File: config.mk
export PLATFORM = sky130hd
export DESIGN_NAME = msg_rom_tx
export DESIGN_NICKNAME = d
export VERILOG_FILES = /design/src/rtl/msg_rom_tx.sv
export SDC_FILE = /design/constraint.sdc
export NUM_CORES = 1
export LEC_CHECK = 0
export CAP_MARGIN = 20
export CELL_PAD_IN_SITES_DETAIL_PLACEMENT = 0
export CELL_PAD_IN_SITES_GLOBAL_PLACEMENT = 1
export CORE_MARGIN = 4
export CORE_UTILIZATION = 48
export CTS_CLUSTER_SIZE = 12
export DETAILED_ROUTE_END_ITERATION = 6
export DONT_BUFFER_PORTS = 1
export GPL_TIMING_DRIVEN = 1
export HOLD_SLACK_MARGIN = 0.06
export PLACE_DENSITY_LB_ADDON = 0.2
export REMOVE_ABC_BUFFERS = 1
export SLEW_MARGIN = 10
export SYNTH_ARGS = -nofsm -noshare
export SYNTH_HDL_FRONTEND = slang
export SYNTH_SLANG_ARGS = --single-unit
File: constraint.sdc
create_clock -name clk -period 6.45 [get_ports clk]
set_input_delay 0.3225 -clock clk [delete_from_list [all_inputs] [get_ports clk]]
set_output_delay 0.3225 -clock clk [all_outputs]
set_load 0.02 [all_outputs]
File: src/rtl/msg_rom_tx.sv
module msg_rom_tx #(
  parameter int DIV_A  = 10,
  parameter int DIV_B  = 8,
  parameter int CHAR_W = 9,
  parameter int NCHAR  = 4,
  parameter int GAP    = 3,
  parameter logic [NCHAR*CHAR_W-1:0] MSG = {9'h1A1, 9'h00A, 9'h00D, 9'h153}
) (
  input  logic clk,
  input  logic rst,
  input  logic start,
  output logic sdata,
  output logic done,
  output logic guard
);
  localparam int FRAME = CHAR_W + 2 + GAP;
  localparam int NBITS = NCHAR * FRAME - GAP;
  localparam int LAST  = NBITS + 1;
  localparam int AW    = $clog2(LAST + 1);
  localparam int DAW   = $clog2(DIV_A);
  localparam int DBW   = $clog2(DIV_B);
  localparam logic [DAW-1:0] DMAX  = DAW'(DIV_A - 1);
  localparam logic [DBW-1:0] BMAX  = DBW'(DIV_B - 1);
  localparam logic [AW-1:0]  AEND  = AW'(LAST);

  logic [DAW-1:0] dcnt;
  logic [DBW-1:0] bcnt;
  logic [AW-1:0]  addr;
  logic           sdata_q;

  function automatic logic rom_bit(input logic [AW-1:0] a);
    int b, k, p;
    if (a == '0 || int'(a) > NBITS) return 1'b1;
    b = int'(a) - 1;
    k = b / FRAME;
    p = b % FRAME;
    if (p == 0) return 1'b0;
    if (p <= CHAR_W) return MSG[k*CHAR_W + p - 1];
    return 1'b1;
  endfunction

  wire eos_n = (addr != AEND);
  wire run   = start && eos_n;
  wire dtc   = (dcnt == DMAX);
  wire btc   = (bcnt == BMAX);

  always_ff @(posedge clk) begin
    if (rst || !run) dcnt <= '0;
    else             dcnt <= dtc ? '0 : dcnt + 1'b1;
  end

  always_ff @(posedge clk) begin
    if (rst || !start)  bcnt <= '0;
    else if (run && dtc) bcnt <= btc ? '0 : bcnt + 1'b1;
  end

  always_ff @(posedge clk) begin
    if (rst || !start)          addr <= '0;
    else if (run && dtc && btc) addr <= addr + 1'b1;
  end

  always_ff @(posedge clk) begin
    if (rst || !start) sdata_q <= 1'b1;
    else               sdata_q <= rom_bit(addr);
  end

  assign sdata = sdata_q;
  assign done  = !eos_n;
  assign guard = (addr == '0) || !eos_n;
endmodule

==> summary.txt <==
Finish
  – Most frequent cells in the layout: nor2_1, ha_1, inv_1, nand2_1, a21oi_1
  – Nets: between 200 and 300
  – Layout cells sized above 1: under 10%
  – Layout Utilization: a little over half
  – # diodes: 0
  – Most common cell after layout, fill and taps aside: nor2_1
  – Area delta synth->final: 4.424%

Synthesis
  – Post-Synth Adder-Cell Area: between 20 and 25%
  – Post-Syn Instances: between 200 and 250
  – Cell Area, Synth: roughly 1900 um^2
  – #FFs+latches synth: 14
  – Register area share after synthesis: 15.01%
  – Avg Synthesized Cell Area: about 7.9 um^2
  – Post-synthesis xor/xnor area fraction: 10.39%
  – Top FF cell, synth: dfxtp_1
  – Synth async-reset ratio: 0%
  – Largest family of logic cells by synthesized area: simple AND/OR/NAND/NOR gates
  – Synth cell types: between 50 and 60
  – Number of synthesized flops with an enable pin: 0
  – Mux share of post-synthesis cell area: 5.429%
  – Yosys warns: 0
  – Area share of and/or/nand/nor cells after synthesis: between 20% and 30%
  – Compound-Gate Fraction of Synth Area: between 15 and 20%

Routing
  – TritonRoute pass-1 iters: 4
  – Starting DRC count in detailed routing: 44
  – Vias per cell: ~5.6
  – Routed WL: roughly 4000 um
  – Via count: approximately 1600
  – Post-DRT Antenna Nets: 0
  – Post-DR wirelength/cell: approximately 14 um
  – DRC violations left: 0

Global routing
  – Pin count of the biggest net entering global routing: 15
  – Total global routing overflow: 0
  – Initial antenna violation count: 0
  – First-pass GRT wire length: slightly below 7000 um
  – Total Routing Usage GR: between 10% and 20%
  – Vias in the first global route: between 1500 and 2000

CTS
  – Worst-path clk slew: approximately 60 ps
  – Worst-skew pair later-pin latency: between 200 and 250 ps
  – Cts repair resizes: 0
  – H-tree depth: 1
  – CTS tree: built
  – Sink Count: 14
  – Clock root buffer: clkbuf_8
  – Clock Path Buffers: 2
  – Hold-fix buffer count after cts: 0
  – Total setup buffers inserted after CTS: 0
  – Cts bufs inserted: 3

Setup path
  – Crit Path Max Fanout: 13
  – CP arrival: 6090 ps
  – Critical path required time: between 6000 and 7000 ps
  – Startpoint Class: flop
  – Worst Setup End Kind: flop
  – Crit Path Category: reg2reg

Floorplanning
  – Core area: 3716 um^2
  – Die Ht: 70.37 um
  – DIE AREA: 4951 um^2
  – Initial Util: approximately half
  – Rows: 22
  – Ports: 6
  – Width of the die: slightly above 70 um

Run status
  – Status: completed

Timing
  – Clk_skew: roughly 2.2 ps
  – Min cycle time layout: about 6000 ps
  – Max Freq: 168.3 MHz
  – Final-report hold violation count: 0
  – Slew HR: between 60% and 70%
  – RSZ-0062 raised after global routing: false
  – Fin crit share: about 92%
  – Setup TNS: 0 ps
  – Max Slew Vio Count: 0
  – Worst slew pin tran: 554.6 ps
  – Final setup violation count: 0

Power and ir drop
  – Max IR drop VDD: around 0.15 mV
  – Leakage power figure: between 0.8 and 0.9 nW
  – PD cells: approximately 90 nW/um^2

Place
  – IO buf count: 0
  – GPL Wtd Cong: between 0.8 and 0.9
  – DP Wirelength: ~3200 um

Run
  – Total of max-cap violations: 0

Worst hold path
  – Worst Hold Class: in2reg
## flip-flops by register name (all words and copies together) (netlist names)
| register | cells |
|---|---|
| addr | 6 |
| dcnt | 4 |
| bcnt | 3 |
| sdata | 1 |
## stage by stage
| step | hold slack, ps | setup WS (ps) | instances | power (mW) | area, um^2 |
|---|---|---|---|---|---|
| after floorplan | 433.7 | 1025 | 228 | 0.09176 | 1817 |
| after global placement | 441.6 | 543.9 | 277 | 0.09228 | 1884 |
| after detailed placement | 465.9 | 368.8 | 277 | 0.09241 | 1884 |
| after CTS | 392.3 | 339.0 | 281 | 0.1751 | 1939 |
| after global routing | 419.3 | 35.29 | 281 | 0.1814 | 1949 |
| final | 398.9 | 507.7 | 281 | 0.1736 | 1949 |
## worst max-delay path, stage by stage, from the launching register on
cell      delay [ps]
dfxtp_2          400
inv_1            160
ha_1             280
or3b_1           390
or3_4            350
nand2_1          240
nand2_1          180
o211ai_4         300
inv_1            140
ha_1             290
o21a_1           210
inv_1            100
fa_1             420
ha_1             280
inv_1             50
fa_1             510
inv_1             50
ha_1             310
xnor2_1          290
nor2_1            70
o21ai_0          160
a21oi_1          110
mux2i_1          190
o21ai_1           90
a311oi_1         270
## routing by layer
layer	GRT usage, %	wire length, um	vias to the layer above
met3	2.302	90	4
met1	20.09	1785	749
met4	3.830	31	0
li1	-	-	811
met2	30.46	2062	20
met5	0	0	-
## path summary, 6_finish.rpt
check,start,cells past startpoint,end,slack [ps]
worst max-delay path,addr[0],24,sdata,510
worst min-delay path,rst,3,dcnt[1],400
worst max register to register,addr[0],24,sdata,510
worst min register to register,dcnt[0],1,dcnt[0],470
## cells in the mapped netlist (all sizes together) (2+ instances only)
cell    instances  area share (%)
nor2           28             5.6
ha             24              16
inv            23             4.6
nand2          16             3.2
a21oi          15             4.0
dfxtp          14              15
o21ai          11             3.2
xnor2          11             5.2
mux2i           9             4.8
xor2            9             5.2
buf             7             2.3
nor3            7             1.9
fa              5             5.4
nand3           5             1.3
o211ai          5             2.3
a31oi           4             1.3
nand2b          4             1.3
nand4           4             1.3
nor2b           4             1.3
a21o            3             1.2
and2            3             1.1
clkbuf          2            0.40
nor3b           2             1.1
nor4            2            0.67
o21a            2            0.80
o22ai           2            0.67
or3             2            0.94
## where the power goes
| part | internal (mW) | switching, mW |
|---|---|---|
| registers | 0.0871 | 0.000596 |
| clock network | 0.0540 | 0.0291 |
| logic | 0.00105 | 0.00179 |
| total | 0.142 | 0.0315 |
## area by class of cell
type | count | area, um^2
fill | 370 | 1767
multi-input combinational | 191 | 1459
sequential | 14 | 281.5
inverter | 23 | 86.33
tap | 48 | 60.06
clock buffer | 4 | 55.05
timing repair buffer | 1 | 7.507
## cell families after synthesis
logic type	after synthesis
AOI/OAI and AO/OA	51
xor gates and xnor gates	20
adders and majority gates	29
buffers and inverters	32
DFF	14
muxes	10
and+or+nand+nor	81
(Power assumes the default switching activity.)
